==> config.mk <==
export PLATFORM = sky130hd
export DESIGN_NAME = tws_reg_slave
export DESIGN_NICKNAME = d
export VERILOG_FILES = /design/src/rtl/tws_pkg.sv /design/src/rtl/tws_bus_sense.sv /design/src/rtl/tws_proto_fsm.sv /design/src/rtl/tws_reg_slave.sv
export SDC_FILE = /design/constraint.sdc
export NUM_CORES = 1
export LEC_CHECK = 0
export BUFFER_PORTS_ARGS = -buffer_cell sky130_fd_sc_hd__buf_2
export CORE_MARGIN = 4
export CORE_UTILIZATION = 40
export CTS_CLUSTER_DIAMETER = 40
export CTS_CLUSTER_SIZE = 12
export DETAILED_ROUTE_END_ITERATION = 7
export GPL_TIMING_DRIVEN = 0
export SETUP_SLACK_MARGIN = 0.2
export SLEW_MARGIN = 15
export SYNTH_ARGS = -nofsm -noshare
export SYNTH_HDL_FRONTEND = slang
export SYNTH_SLANG_ARGS = --single-unit
==> constraint.sdc <==
create_clock -name clk -period 2.4 [get_ports clk]
set_input_delay 0.24 -clock clk [delete_from_list [all_inputs] [get_ports clk]]
set_output_delay 0.24 -clock clk [all_outputs]
set_load 0.005 [all_outputs]
==> src/rtl/tws_pkg.sv <==
// Shared types for the two-wire register slave.
package tws_pkg;

    // Protocol states of the byte-level controller.
    typedef enum logic [3:0] {
        ST_IDLE,      // bus free or transfer over
        ST_DEV,       // shifting in device address + direction
        ST_DEV_ACK,   // acknowledging device address
        ST_REG,       // shifting in register address
        ST_REG_ACK,   // acknowledging register address
        ST_WDAT,      // shifting in write data
        ST_WDAT_ACK,  // acknowledging write data
        ST_RDAT,      // shifting out read data
        ST_RD_ACK,    // host acknowledge slot after read data
        ST_IGNORE     // released, waiting for START or STOP
    } tws_state_e;

endpackage

==> src/rtl/tws_bus_sense.sv <==
// Bus sensing: synchronises the two bus lines into the system clock
// domain and reports clock edges plus START and STOP conditions.
// Assumes the system clock is well above the bus bit rate so that
// every bus phase lasts several system clocks.
module tws_bus_sense #(
    parameter int SYNC_STAGES = 2
) (
    input  logic clk,
    input  logic rst_n,
    input  logic scl_i,
    input  logic sda_i,
    output logic sda_lvl,
    output logic scl_rise,
    output logic scl_fall,
    output logic start_det,
    output logic stop_det
);
    localparam int LAST = SYNC_STAGES - 1;

    logic [LAST:0] scl_sync;
    logic [LAST:0] sda_sync;
    logic          scl_q;
    logic          sda_q;
    logic          scl_s;
    logic          sda_s;

    // Synchroniser chains; idle bus is high, so reset to 1.
    always_ff @(posedge clk) begin
        if (!rst_n) begin
            scl_sync <= '1;
            sda_sync <= '1;
        end else begin
            scl_sync <= {scl_sync[LAST-1:0], scl_i};
            sda_sync <= {sda_sync[LAST-1:0], sda_i};
        end
    end

    assign scl_s = scl_sync[LAST];
    assign sda_s = sda_sync[LAST];

    // One-cycle delayed copies for edge detection.
    always_ff @(posedge clk) begin
        if (!rst_n) begin
            scl_q <= 1'b1;
            sda_q <= 1'b1;
        end else begin
            scl_q <= scl_s;
            sda_q <= sda_s;
        end
    end

    // Edge and bus-condition decode.
    always_comb begin
        sda_lvl   = sda_s;
        scl_rise  = scl_s & ~scl_q;
        scl_fall  = ~scl_s & scl_q;
        start_det = scl_s & scl_q & sda_q & ~sda_s;
        stop_det  = scl_s & scl_q & ~sda_q & sda_s;
    end

endmodule

==> src/rtl/tws_proto_fsm.sv <==
// Protocol controller: bit counting, address match, acknowledge
// generation, register strobes and read-data shifting.
// Assumes bus events come from tws_bus_sense and that read data
// (rd_byte) is valid combinationally in the cycle rd strobe is raised.
module tws_proto_fsm
    import tws_pkg::*;
#(
    parameter logic [6:0] DEV_ADDR = 7'b1001000,
    parameter int         BYTE_W   = 8
) (
    input  logic              clk,
    input  logic              rst_n,
    input  logic              sda_lvl,
    input  logic              scl_rise,
    input  logic              scl_fall,
    input  logic              start_det,
    input  logic              stop_det,
    input  logic [BYTE_W-1:0] rd_byte,
    output logic              sda_oe,
    output logic              wr_stb,
    output logic              rd_stb,
    output logic [BYTE_W-1:0] reg_ptr,
    output logic [BYTE_W-1:0] wr_data
);
    localparam int              CNT_W    = $clog2(BYTE_W);
    localparam logic [CNT_W-1:0] BIT_LAST = CNT_W'(BYTE_W - 1);

    tws_state_e        state;
    logic [CNT_W-1:0]  bit_cnt;
    logic [BYTE_W-1:0] rx_sh;
    logic [BYTE_W-1:0] tx_sh;
    logic [BYTE_W-1:0] rx_byte;
    logic              ack_hold;
    logic              rd_mode;

    // Byte as it stands once the current sampled bit is shifted in.
    assign rx_byte = {rx_sh[BYTE_W-2:0], sda_lvl};

    // Main protocol sequencer; STOP and START override every state.
    always_ff @(posedge clk) begin
        if (!rst_n) begin
            state    <= ST_IDLE;
            bit_cnt  <= '0;
            rx_sh    <= '0;
            tx_sh    <= '0;
            ack_hold <= 1'b0;
            rd_mode  <= 1'b0;
            sda_oe   <= 1'b0;
            wr_stb   <= 1'b0;
            rd_stb   <= 1'b0;
            reg_ptr  <= '0;
            wr_data  <= '0;
        end else begin
            wr_stb <= 1'b0;
            rd_stb <= 1'b0;
            if (stop_det) begin
                state    <= ST_IDLE;
                sda_oe   <= 1'b0;
                ack_hold <= 1'b0;
                bit_cnt  <= '0;
            end else if (start_det) begin
                state    <= ST_DEV;
                sda_oe   <= 1'b0;
                ack_hold <= 1'b0;
                bit_cnt  <= '0;
            end else begin
                case (state)
                    ST_DEV, ST_REG, ST_WDAT: begin
                        if (scl_rise) begin
                            rx_sh   <= rx_byte;
                            bit_cnt <= bit_cnt + 1'b1;
                            if (bit_cnt == BIT_LAST) begin
                                if (state == ST_DEV) begin
                                    if (rx_byte[BYTE_W-1:1] == DEV_ADDR) begin
                                        state   <= ST_DEV_ACK;
                                        rd_mode <= rx_byte[0];
                                        if (rx_byte[0]) begin
                                            rd_stb <= 1'b1;
                                            tx_sh  <= rd_byte;
                                        end
                                    end else begin
                                        state <= ST_IGNORE;
                                    end
                                end else if (state == ST_REG) begin
                                    reg_ptr <= rx_byte;
                                    state   <= ST_REG_ACK;
                                end else begin
                                    wr_data <= rx_byte;
                                    wr_stb  <= 1'b1;
                                    state   <= ST_WDAT_ACK;
                                end
                            end
                        end
                    end
                    ST_DEV_ACK, ST_REG_ACK, ST_WDAT_ACK: begin
                        if (scl_fall) begin
                            if (!ack_hold) begin
                                sda_oe   <= 1'b1;
                                ack_hold <= 1'b1;
                            end else begin
                                ack_hold <= 1'b0;
                                sda_oe   <= 1'b0;
                                if (state == ST_DEV_ACK && rd_mode) begin
                                    state  <= ST_RDAT;
                                    sda_oe <= ~tx_sh[BYTE_W-1];
                                end else if (state == ST_DEV_ACK) begin
                                    state <= ST_REG;
                                end else if (state == ST_REG_ACK) begin
                                    state <= ST_WDAT;
                                end else begin
                                    state <= ST_IGNORE;
                                end
                            end
                        end
                    end
                    ST_RDAT: begin
                        if (scl_fall) begin
                            tx_sh  <= {tx_sh[BYTE_W-2:0], 1'b1};
                            sda_oe <= ~tx_sh[BYTE_W-2];
                        end else if (scl_rise) begin
                            bit_cnt <= bit_cnt + 1'b1;
                            if (bit_cnt == BIT_LAST) begin
                                state <= ST_RD_ACK;
                            end
                        end
                    end
                    ST_RD_ACK: begin
                        if (scl_fall) begin
                            sda_oe <= 1'b0;
                        end else if (scl_rise) begin
                            state <= sda_lvl ? ST_IDLE : ST_IGNORE;
                        end
                    end
                    default: begin
                        sda_oe <= 1'b0;
                    end
                endcase
            end
        end
    end

endmodule

==> src/rtl/tws_reg_slave.sv <==
// Two-wire register slave top: ties bus sensing to the protocol
// controller and substitutes 0xFF for reads of unmapped registers.
// Assumes an external open-drain pad: sda_oe = 1 pulls data low.
module tws_reg_slave #(
    parameter logic [6:0] DEV_ADDR    = 7'b1001000,
    parameter int         SYNC_STAGES = 2
) (
    input  logic       clk,
    input  logic       rst_n,
    input  logic       scl_i,
    input  logic       sda_i,
    output logic       sda_oe,
    output logic       reg_wr_en,
    output logic       reg_rd_en,
    output logic [7:0] reg_addr,
    output logic [7:0] reg_wdata,
    input  logic [7:0] reg_rdata,
    input  logic       reg_hit
);
    localparam int BYTE_W = 8;

    logic              sda_lvl;
    logic              scl_rise;
    logic              scl_fall;
    logic              start_det;
    logic              stop_det;
    logic [BYTE_W-1:0] rd_byte;

    // Unmapped addresses read as all ones.
    assign rd_byte = reg_hit ? reg_rdata : '1;

    tws_bus_sense #(
        .SYNC_STAGES (SYNC_STAGES)
    ) u_sense (
        .clk       (clk),
        .rst_n     (rst_n),
        .scl_i     (scl_i),
        .sda_i     (sda_i),
        .sda_lvl   (sda_lvl),
        .scl_rise  (scl_rise),
        .scl_fall  (scl_fall),
        .start_det (start_det),
        .stop_det  (stop_det)
    );

    tws_proto_fsm #(
        .DEV_ADDR (DEV_ADDR),
        .BYTE_W   (BYTE_W)
    ) u_fsm (
        .clk       (clk),
        .rst_n     (rst_n),
        .sda_lvl   (sda_lvl),
        .scl_rise  (scl_rise),
        .scl_fall  (scl_fall),
        .start_det (start_det),
        .stop_det  (stop_det),
        .rd_byte   (rd_byte),
        .sda_oe    (sda_oe),
        .wr_stb    (reg_wr_en),
        .rd_stb    (reg_rd_en),
        .reg_ptr   (reg_addr),
        .wr_data   (reg_wdata)
    );

endmodule

==> results, run 1 <==
- The worst setup path is of the flip-flop to flip-flop kind.
- The count of final hold-check violations is 0.
- The main combinational cell family by area after synthesis is simple AND/OR/NAND/NOR gates.
- The final wirelength is 4570 um.
- The netlist area before placement is 2200 um2.
- The setup TNS is 0 ns.
- STA classifies the critical path endpoint as a flip-flop.
- Of the total synthesized cell area, the portion taken by full adders, half adders and majority gates is 0.0114.
- The number of slew-limit violations in the final report was 0.
- The clock-pin slew on the worst setup and hold paths is 0.09 ns.
- Setup repair after global routing left no endpoint under its margin.
- Dividing the detail-routed via count by the number of cells gives 5.08.
- The share of the synthesized area in compound gates (AO/OA/AOI/OAI) is 0.152.
- In the final layout, flip-flops and latches occupy 981 um2.
- The final critical-path required period is 1.94 ns.
- The number of nets handed over by synthesis was 244.
- The flow ran to the end, and the final reports show no timing, DRC or antenna violations.
- The post-synthesis sequential area ratio is 0.445.
- Max-cap violations in this run came to 0.
- The HPWL after detailed placement is 3300 um.
- The post-route fraction of the period consumed by the critical path is 0.809.
- The worst endpoint data arrival time is 2.18 ns.
- Of the total power, registers draw 0.597.
- The total routing usage reported by global routing is 0.148.
- The worst-margin pin slew is 0.757 ns.
- The count of buffers added on input and output ports is 30.
- The H-tree depth is 2.
- Entering global routing, the biggest net connects 16 pins.
- The simple-gate portion of the synthesized area is 0.244.
- The number of endpoints failing setup at the final stage is 0.
- The minimum hold slack is 0.111 ns.
- The filler cell count in the final layout is 503.
- After detailed routing, the number of remaining DRC violations is 0.
- The worst clock skew is 0.00356 ns.
- The routed length per placed instance is 13.6 um.
- The detailed router finished its first iteration with 115 violations.
- Averaged over all synthesized cells, the footprint is 9.63 um2.
- The total number of yosys warnings is 0.
- Clock tree synthesis found a total of 49 sinks.
- The cell-internal power is 1060 uW.
- The share of async-settable or async-resettable flops after synthesis is 0.
- The first TritonRoute pass finished after 4 iterations.
- Data on the critical path is required at its endpoint by 2.63 ns.
- The detail route stage leaves a number of antenna-violating nets equal to 0.
- The weighted congestion at the end of routability-driven global placement is 0.824.
- The synthesized design contains 0 enable-type register cells.
- The floorplan step set the die width to 82.2 um.
- The portion of synthesized area spent on multiplexers is 0.0931.
- The clock latency reported for the late side of the worst-skew pair is 0.30 ns.
- The post-place instance area is 2440 um2.
- The final antenna diode count is 0.
- The number of antenna violations at the first check in global routing is 0.
- Of the total synthesized cell area, the portion taken by XOR and XNOR cells is 0.0119.
- The via count of the first global-routing pass is 1622.
- The clock tree root driver cell is clkbuf_8.
- In this run the power density over the cells is 542 nW/um2.
- After synthesis the netlist holds a flip-flop and latch count of 49.
- The switching fraction of total power is 0.232.
- The core occupancy in the finished layout is 0.484.
- The path class of the lowest-slack min-delay path is primary input to flip-flop.
- The total overflow reported by the global router is 0.
- The worst vdd rail ir drop is 0.208 mV.
- The multi-input combinational cell area is 1140 um2.
- Of all nets on the critical path, the largest fanout is 10.
- The region available for standard cell placement spans 5240 um2.
- The final design instance area without fill is 2540 um2.
- In this run the power spent charging and discharging nets is 318 uW.
- The initial standard-cell utilization of the core is 0.421.
- Buffers added to address setup during post-CTS repair amount to 0.
- TritonCTS built the clock tree.
- For this design the static power due to leakage is 0.00109 uW.
- The power share of the combinational group is 0.049.
- After technology mapping, the gate count stands at 229.
- Measured against its own limit, the worst slew margin works out to 0.492.
- The most frequently used flop master after synthesis is dfxtp_1.
- The largest buffer count on any clock path is 2.
- The maximum clock frequency is 0.515 GHz.
- The routed layout has 1713 vias.
- The number of buffers created by CTS is 5.
- The total number of placement rows is 26.
- The number of unique standard cell types used by synthesis is 50.
- The overall die area is 6760 um2.
- The ratio of cells with drive above 1 in the final layout is 0.206.
- The relative contribution of the clock network to total power is 0.354.
- The first global-routing pass estimated 7650 um of wire.
- From bottom edge to top edge, the die measures 82.2 um.
- The growth of design area from synthesis to finish is 15.0%.
- In the final design database the tool counted 281 nets.
- The worst setup path is launched from a flip-flop.
- During I/O placement, the number of pins put on the boundary was 32.
[registers in the layout (all words and copies together) (netlist names)]
name              cells
u_fsm.ack_hold        1
u_fsm.bit_cnt         3
u_fsm.rd_mode         1
u_fsm.rd_stb          1
u_fsm.reg_ptr         8
u_fsm.rx_sh           7
u_fsm.sda_oe          1
u_fsm.state           4
u_fsm.tx_sh           8
u_fsm.wr_data         8
u_fsm.wr_stb          1
u_sense.scl_q         1
u_sense.scl_sync      2
u_sense.sda_q         1
u_sense.sda_sync      2
[logic make-up after synthesis]
kind of cell	after synthesis
flip-flops	49
multiplexers	20
XOR/XNOR	3
AND/OR/NAND/NOR	90
buffers and inverters	20
adder cells (fa/ha/maj)	2
AO/OA/AOI/OAI	45
[power by group through the flow]
| stage | logic, uW | registers (uW) | clock network (uW) |
|---|---|---|---|
| after floorplan | 45.2 | 839 | 0 |
| after global placement | 68.6 | 840 | 0 |
| after detailed placement | 68.2 | 840 | 0 |
| after CTS | 68.5 | 821 | 506 |
| after global routing | 75.1 | 822 | 536 |
| final | 68.0 | 821 | 486 |
[path summary, 6_finish.rpt]
path / startpoint / end / slack, ns / cells past startpoint
max: u_fsm.bit_cnt[0] / u_fsm.tx_sh[6] / 0.46 / 8
min: scl_i / u_sense.scl_sync[0] / 0.11 / 2
max reg2reg: u_fsm.bit_cnt[0] / u_fsm.tx_sh[6] / 0.46 / 8
min reg2reg: u_sense.scl_sync[0] / u_sense.scl_sync[1] / 0.42 / 1
[synthesized netlist by cell type, drive strengths merged (3+ instances only)]
master | number | area [um2]
dfxtp | 49 | 981
mux2i | 19 | 190
nand2 | 18 | 67.6
nor2b | 18 | 113
nor2 | 12 | 55.1
buf | 10 | 57.6
nand3 | 10 | 50.1
a21boi | 9 | 67.6
o21ai | 9 | 45.0
nand2b | 7 | 43.8
nand3b | 7 | 52.6
a21oi | 6 | 33.8
clkbuf | 6 | 22.5
o2111ai | 6 | 52.6
inv | 4 | 15.0
nor3 | 4 | 20.0
xnor2 | 3 | 26.3
[critical path, cell delays in order (launching register included)]
cell	delay, ns
dfxtp_1	0.36
ha_1	0.17
ha_1	0.16
nor4bb_1	0.26
nand4_1	0.21
a21oi_4	0.26
buf_4	0.20
o2111ai_1	0.13
o21ai_0	0.11
[cells in the final DEF (no fill, tap or decap), types with 2 or more instances in the layout]
master,Yosys,layout
xnor2_1,3,3
a211oi_1,2,2
a21oi_1,5,5
and2b_1,2,2
o31ai_1,2,2
buf_2,7,37
nor3_1,4,4
nand4_1,2,2
o21ai_0,8,8
mux2i_1,19,19
dfxtp_1,49,49
nor2b_1,18,18
o2111ai_1,6,6
nor2_1,10,10
nand3_1,10,10
clkbuf_8,0,5
a21boi_0,9,9
clkbuf_1,6,7
o221ai_1,2,2
nand2b_1,7,7
nand3b_1,7,7
inv_1,4,4
ha_1,2,2
nand2_1,18,18
[stage by stage]
stage,worst slack (ns),power [uW],cells
global placement,0.456,909,329
CTS,0.413,1400,337
finish,0.457,1370,337
global route,0.230,1430,337
detailed placement,0.449,908,329
floorplan,0.720,885,229
[cell type report]
class / count / share of cell area
plain buffers: 16 / 0.0316
inverters: 4 / 0.00592
repair buffers: 30 / 0.0592
clock inverters: 2 / 0.00543
well taps: 70 / 0.0345
multi-input cells: 160 / 0.448
clock buffers: 6 / 0.0286
flip-flops and latches: 49 / 0.387
[metal layers]
metal / wire [um] / global-route usage
met2: 1900 / 0.225
met1: 2320 / 0.204
met3: 284 / 0.0380
met5: 0 / 0
met4: 61 / 0.0449
[timing repair]
action	CTS	global route
hold buffers	0	0
hold endpoints to repair	0	0
resized for setup	0	1
endpoints found under the setup margin	0	1
Note: power is estimated with default switching activity, not from simulation.
==> inputs of run 2 (changes only) <==
==> constraint.sdc (replaced) <==
create_clock -name clk -period 1.62 [get_ports clk]
set_input_delay 0.162 -clock clk [delete_from_list [all_inputs] [get_ports clk]]
set_output_delay 0.162 -clock clk [all_outputs]
set_load 0.005 [all_outputs]
==> run 2 against run 1 <==
  * Via count is 9.5% higher
  * Highest routed layer unchanged
  * Critical path depth stayed put
  * Final cell count is 7.1% higher
  * The flow now finishes with violations (setup timing)
  * Non-clock buffer count is 24 higher
==> results, run 2 (synthesized netlist as in run 1, its figures left out) <==
- Setup repair after global routing could not meet its margin everywhere.
- The I/O pin total came to 32 (unchanged).
- The post-place instance area was 2470 um2 (+1.3%).
- The multi-input combinational cell area is 1320 um2 (+16%).
- The growth of design area from synthesis to finish is 36.8%.
- The total number of placement rows is 26 (unchanged).
- The relative slew slack is 0.634 (+0.142).
- The post-route DRC violation count came to 0 (unchanged).
- The post-route fraction of the period consumed by the critical path came to 1.03 (+0.217).
- The overall die area is 6760 um2 (unchanged).
- The total routing usage reported by global routing came to 0.158 (+0.0101).
- The count of input and output buffers is 30 (unchanged).
- The worst-margin pin slew is 0.549 ns (-0.208 ns).
- The total leakage power was 0.00127 uW (+17%).
- The critical path in this run is classified as flip-flop to flip-flop.
- The filler cell count in the final layout is 442 (-12%).
- The maximum clock frequency is 0.601 GHz (+17%).
- The number of vias in the routed layout is 1876 (+9.5%).
- The number of slew-limit violations in the final report is 0 (unchanged).
- The HPWL after detailed placement is 3320 um (+0.45%).
- The maximum number of pins on one net before global-route repair is 16 (unchanged).
- The core box area is 5240 um2 (unchanged).
- The first-pass GRT wire length is 8170 um (+6.9%).
- The count of final hold-check violations came to 0 (unchanged).
- The smallest setup slack after layout was -0.0433 ns (-0.501 ns).
- The flow ran to the end, but the final reports show violations.
- The weighted congestion at the end of routability-driven global placement is 0.831 (+0.86%).
- STA classifies the critical path endpoint as a flip-flop.
- The worst setup slack for register-to-register paths is -0.04 ns (-0.50 ns).
- The final wirelength is 5200 um (+14%).
- The placement-stage worst setup slack came to -0.207 ns (-0.656 ns).
- The remaining number of nets flagged by the antenna check after routing is 0 (unchanged).
- The first-pass iteration count of the detailed router is 4 (unchanged).
- The number of endpoints failing setup at the final stage is 8 (+8).
- The core occupancy in the finished layout is 0.576 (+0.0917).
- The first-iteration detailed-routing DRC count is 103 (-10%).
- The power density over cell area is 784 nW/um2 (+45%).
- The worst vdd rail ir drop came to 0.540 mV (+160%).
- The CTS tree is done.
- The worst setup path is launched from a flip-flop.
- The critical path required time is 1.86 ns (-0.77 ns).
- The via count of the first global-routing pass is 1714 (+5.7%).
- The largest buffer count on any clock path is 2 (unchanged).
- The worst clock skew was 0.00531 ns (+0.00175 ns).
- The number of nets in the layout is 305 (+8.5%).
- The max capacitance violation total was 0 (unchanged).
- The ratio of routed vias to standard cells is 5.20 (+2.2%).
- The final critical-path required period is 1.66 ns (-0.279 ns).
- The clock latency reported for the late side of the worst-skew pair came to 0.31 ns (about the same).
- The checks that failed: setup timing.
- The area of all sequential standard cells came to 993 um2 (+1.3%).
- The path class of the lowest-slack min-delay path is primary input to flip-flop.
- The final antenna diode count is 0 (unchanged).
- The top cell types in the final layout, fill and taps aside, are 43 x dfxtp_1, 32 x buf_2, 19 x buf_4, 18 x mux2i_1, 17 x nor2b_1.
- The ratio of cells with drive above 1 in the final layout is 0.388 (+0.182).
- The setup TNS is -0.297 ns (-0.297 ns).
- The count of hold buffers inserted by post-cts repair is 0 (unchanged).
- The root buffer cell chosen for the clock tree is clkbuf_8.
- The initial standard-cell utilization of the core came to 0.421 (unchanged).
- Leaving out fill and tap cells, the most frequent cell in the layout is dfxtp_1.
- The number of buffers created by CTS is 5 (unchanged).
- The H-tree depth is 2 (unchanged).
- The die height was 82.2 um (unchanged).
- In the final layout, the registers with the most flip-flops are u_fsm.reg_ptr: 8 flops, u_fsm.tx_sh: 8 flops, u_fsm.wr_data: 8 flops.
- The routed length per placed instance is 14.4 um (+6.2%).
- The total overflow reported by the global router is 0 (unchanged).
- The top fanout value on the critical path is 5 (-5).
- The die width is 82.2 um (unchanged).
- The worst endpoint data arrival time is 1.91 ns (-0.27 ns).
- The number of antenna violations at the first check in global routing is 0 (unchanged).
- The clock-pin slew on the worst setup and hold paths is 0.09 ns (about the same).
- The final design instance area without fill is 3020 um2 (+19%).
- The total number of clock tree sinks is 49 (unchanged).
==> run 2: cell types whose count changed in the layout (fill, tap and decap cells not counted), moves of 3 or more <==
cell,before,now
o21ai_1,1,4
dfxtp_2,0,4
a21boi_1,0,4
buf_4,1,19
a21boi_0,9,5
dfxtp_1,49,43
buf_2,37,32
buf_6,1,12
o2111ai_2,0,3
o21ai_0,8,2
o2111ai_1,6,2
==> run 2: worst paths after layout <==
kind | startpoint | endpoint | cells past startpoint
max | u_fsm.bit_cnt[0] | u_fsm.tx_sh[5] | 8
min | sda_i | u_sense.sda_sync[0] | 2
max reg2reg | u_fsm.bit_cnt[0] | u_fsm.tx_sh[5] | 8
min reg2reg | u_sense.scl_sync[0] | u_sense.scl_sync[1] | 1
==> run 2: critical path: stages (launching register included) <==
cell and delay (ns):
dfxtp_2 0.36, ha_4 0.14, ha_4 0.14, nor4bb_4 0.19, nand4_1 0.19, a21oi_4 0.23
buf_6 0.15, o2111ai_1 0.10, o21ai_1 0.11
==> run 2: layout make-up <==
class / instances / share of cell area
timing repair buffer: 54 / 0.115
inverter: 4 / 0.00498
clock inverter: 3 / 0.0216
clock buffer: 5 / 0.0228
multi-input combinational: 160 / 0.437
buffer: 16 / 0.0406
sequential: 49 / 0.329
tap: 70 / 0.0290
==> run 2: what timing repair did <==
item / 4_1_cts / 5_1_grt
buffers inserted: 7 / 14
setup endpoints to repair: 42 / 43
pin swaps: 5 / 9
resized for setup: 27 / 36
cloned: 2 / 1
==> run 2: layer usage <==
metal	part of all wire	GRT usage	vias up
li1	-	-	934
met1	0.48	0.220	882
met2	0.45	0.231	46
met3	0.051	0.0325	14
met4	0.022	0.0748	0
met5	0	0	-
==> run 2: report_power, final <==
part | switching (uW) | internal [uW] | leakage, uW
clock network | 404 | 613 | 0.0000681
registers | 5.17 | 1210 | 0.000398
logic | 68.6 | 65.6 | 0.000804
total | 477 | 1890 | 0.00127
==> run 2: metrics by stage <==
| step | hold WS (ns) | power, uW | instances |
|---|---|---|---|
| 2_1_floorplan | 0.263 | 1310 | 229 |
| 3_3_place_gp | 0.342 | 1350 | 329 |
| 3_5_place_dp | 0.345 | 1350 | 329 |
| 4_1_cts | 0.0230 | 2380 | 346 |
| 5_1_grt | 0.0289 | 2470 | 361 |
| 6_report | 0.0280 | 2360 | 361 |
==> inputs of run 3 (changes only) <==
--- a/config.mk
+++ b/config.mk
@@ -12,6 +12,7 @@
 export CTS_CLUSTER_SIZE = 12
 export DETAILED_ROUTE_END_ITERATION = 7
 export GPL_TIMING_DRIVEN = 0
+export REMOVE_ABC_BUFFERS = 1
 export SETUP_SLACK_MARGIN = 0.2
 export SLEW_MARGIN = 15
 export SYNTH_ARGS = -nofsm -noshare
==> run 3 against run 2 <==
  * The flow still finishes with violations (setup timing)
  * Wire length shrank 6.5%
  * Hold slack better by 0.00079 ns
  * Via count shrank 6.2%
  * Clock skew grew 0.0064 ns
  * Largest cell class unchanged
==> results, run 3 (synthesized netlist as in run 1, its figures left out) <==
- The growth of design area from synthesis to finish is 28.1%.
- The number of buffers created by CTS is 5 (unchanged).
- The CTS tree is done.
- The count of input and output buffers is 31 (+3.3%).
- The overall die area came to 6760 um2 (unchanged).
- The count of final hold-check violations is 0 (unchanged).
- The endpoint identified for the worst register-to-register timing path is u_fsm.tx_sh[3].
- The cell that appears most often on the critical path is ha_4.
- The ratio of cells with drive above 1 in the final layout is 0.332 (-0.0562).
- The critical path in this run is classified as flip-flop to flip-flop.
- The number of slew-limit violations in the final report came to 0 (unchanged).
- The library cells used most frequently in the layout, excluding fill and tap cells, are 40 x dfxtp_1, 31 x buf_2, 18 x mux2i_1, 17 x nand2_1, 17 x nor2b_1.
- Traced cell by cell, the critical path runs through ha_4 > ha_4 > nor4bb_4 > nand4_1 > a21oi_4 > buf_12 > o2111ai_1 > o21ai_1.
- The max capacitance violation total was 0 (unchanged).
- The library cell used most frequently in the layout, excluding fill and tap cells, is dfxtp_1.
- The critical path capture point type is a flip-flop.
- The final reports fail on setup timing.
- The total leakage power is 0.00117 uW (-7.6%).
- The number of vias in the routed layout was 1759 (-6.2%).
- The cell count of the worst reg-to-reg path came to 8 (unchanged).
- The number of nets in the layout came to 285 (-6.6%).
- The post-route DRC violation count is 0 (unchanged).
- The final critical-path required period is 1.67 ns (+0.0112 ns).
- Setup repair after global routing could not meet its margin everywhere.
- The first-iteration detailed-routing DRC count is 126 (+22%).
- The worst endpoint data arrival time was 1.91 ns (about the same).
- The final wirelength is 4860 um (-6.5%).
- The worst vdd rail ir drop is 0.501 mV (-7.2%).
- The total number of placement rows came to 26 (unchanged).
- The worst hold path depth came to 2 (unchanged).
- The worst setup path is launched from a flip-flop.
- The min-delay analysis places its worst path in the category primary input to flip-flop.
- The I/O pin total was 32 (unchanged).
- The largest buffer count on any clock path is 2 (unchanged).
- The clock tree root driver cell is clkbuf_8.
- The maximum number of pins on one net before global-route repair came to 48 (+32).
- The relative slew slack is 0.510 (-0.124).
- The source of the worst hold timing path is sda_i.
- The setup TNS is -0.336 ns (-0.0390 ns).
- The final antenna diode count is 0 (unchanged).
- The via count of the first global-routing pass is 1685 (-1.7%).
- The peak per-stage delay on the critical path is 0.36 ns (about the same).
- The top fanout value on the critical path is 8 (+3).
- The worst-margin pin slew is 0.735 ns (+0.186 ns).
- The first-pass GRT wire length was 7880 um (-3.6%).
- The core box area is 5240 um2 (unchanged).
- The total routing usage reported by global routing came to 0.148 (-0.00961).
- The sum of internal, switching and leakage power is 2060 uW (-13%).
- The path with the worst hold slack has its endpoint at u_sense.sda_sync[0].
- The clock-pin slew on the worst setup and hold paths was 0.10 ns (about the same).
- The worst clock skew is 0.0117 ns (+0.00640 ns).
- The routed length per placed instance is 14.3 um (-0.98%).
- The HPWL after detailed placement is 2820 um (-15%).
- The smallest setup slack after layout is -0.0544 ns (-0.0112 ns).
- The startpoint of the lowest-slack register-to-register path is u_fsm.bit_cnt[0].
- The largest individual stage delay along the critical path comes from the cell dfxtp_2.
- The clock latency reported for the late side of the worst-skew pair came to 0.30 ns (about the same).
- The initial standard-cell utilization of the core is 0.421 (unchanged).
- The die height came to 82.2 um (unchanged).
- The maximum clock frequency was 0.597 GHz (-0.67%).
- The ratio of routed vias to standard cells was 5.16 (-0.74%).
- The power density over cell area is 730 nW/um2 (-6.9%).
- The post-route fraction of the period consumed by the critical path is 1.03 (+0.00691).
- The critical path required time is 1.86 ns (about the same).
- The die width was 82.2 um (unchanged).
- The worst setup slack for register-to-register paths is -0.05 ns (about the same).
- The total number of clock tree sinks is 49 (unchanged).
- The number of antenna violations at the first check in global routing was 0 (unchanged).
- The H-tree depth is 2 (unchanged).
- The count of hold buffers inserted by post-cts repair came to 0 (unchanged).
- The weighted congestion at the end of routability-driven global placement was 0.824 (-0.89%).
- The remaining number of nets flagged by the antenna check after routing was 0 (unchanged).
- The total overflow reported by the global router is 0 (unchanged).
- The largest registers in the layout are u_fsm.reg_ptr: 8 flops, u_fsm.tx_sh: 8 flops, u_fsm.wr_data: 8 flops.
- The number of endpoints failing setup at the final stage came to 9 (+1).
- The run finished, with violations left.
- The first-pass iteration count of the detailed router is 4 (unchanged).
==> run 3: layer usage <==
layer,wire length (um),up-vias,global-route usage
met4,55,0,0.0515
met1,2330,823,0.201
li1,-,899,-
met3,172,5,0.0336
met5,0,-,0
met2,2310,32,0.231
==> run 3: final cells by class <==
cell class | instances | area, um2
inverter | 4 | 15.0
timing repair buffer | 49 | 354
fill | 477 | 2410
clock buffer | 5 | 68.8
multi-input combinational | 161 | 1260
tap | 70 | 87.6
sequential | 49 | 1010
clock inverter | 3 | 26.3
==> run 3: where the power goes <==
part | total, uW | switching, uW | internal (uW)
combinational | 98.2 | 49.3 | 49.0
sequential | 1210 | 10.1 | 1200
clock | 751 | 436 | 315
total | 2060 | 495 | 1570
==> run 3: repair_timing <==
item | 4_1_cts | 5_1_grt
endpoints found under the setup margin | 43 | 39
resized for setup | 39 | 13
buffers inserted | 10 | 7
pin swaps | 5 | 0
cloned | 1 | 1
==> run 3: metrics by stage <==
stage / cells / area, um2 / hold WS [ns] / util / worst slack (ns)
6_report: 341 / 2820 / 0.0288 / 0.539 / -0.0544
5_1_grt: 341 / 2820 / 0.0305 / 0.539 / -0.180
4_1_cts: 333 / 2720 / 0.0203 / 0.520 / -0.0734
3_5_place_dp: 314 / 2370 / 0.346 / 0.452 / -0.532
3_3_place_gp: 314 / 2370 / 0.342 / 0.452 / -0.511
2_1_floorplan: 213 / 2120 / 0.235 / - / -0.150
==> run 3: worst max-delay path by stage <==
| stage | endpoint | slack, ns | cells past startpoint | from |
|---|---|---|---|---|
| finish | u_fsm.tx_sh[3] | -0.05 | 8 | u_fsm.bit_cnt[0] |
| global route | u_fsm.tx_sh[2] | -0.18 | 8 | u_fsm.bit_cnt[0] |
| CTS | u_fsm.tx_sh[3] | -0.07 | 8 | u_fsm.bit_cnt[0] |
| detailed placement | u_fsm.wr_data[3] | -0.53 | 5 | u_fsm.state[0] |
| global placement | u_fsm.wr_data[3] | -0.51 | 5 | u_fsm.state[0] |
| floorplan | u_fsm.state[0] | -0.15 | 5 | u_fsm.state[3] |
==> run 3: critical path: cells and delay by family, from the launching register on <==
kind	cells	cell delay, ns
compound gates	3	0.47
fa+ha+maj	2	0.26
buf+inv	1	0.15
simple gates	2	0.38
flops	1	0.36
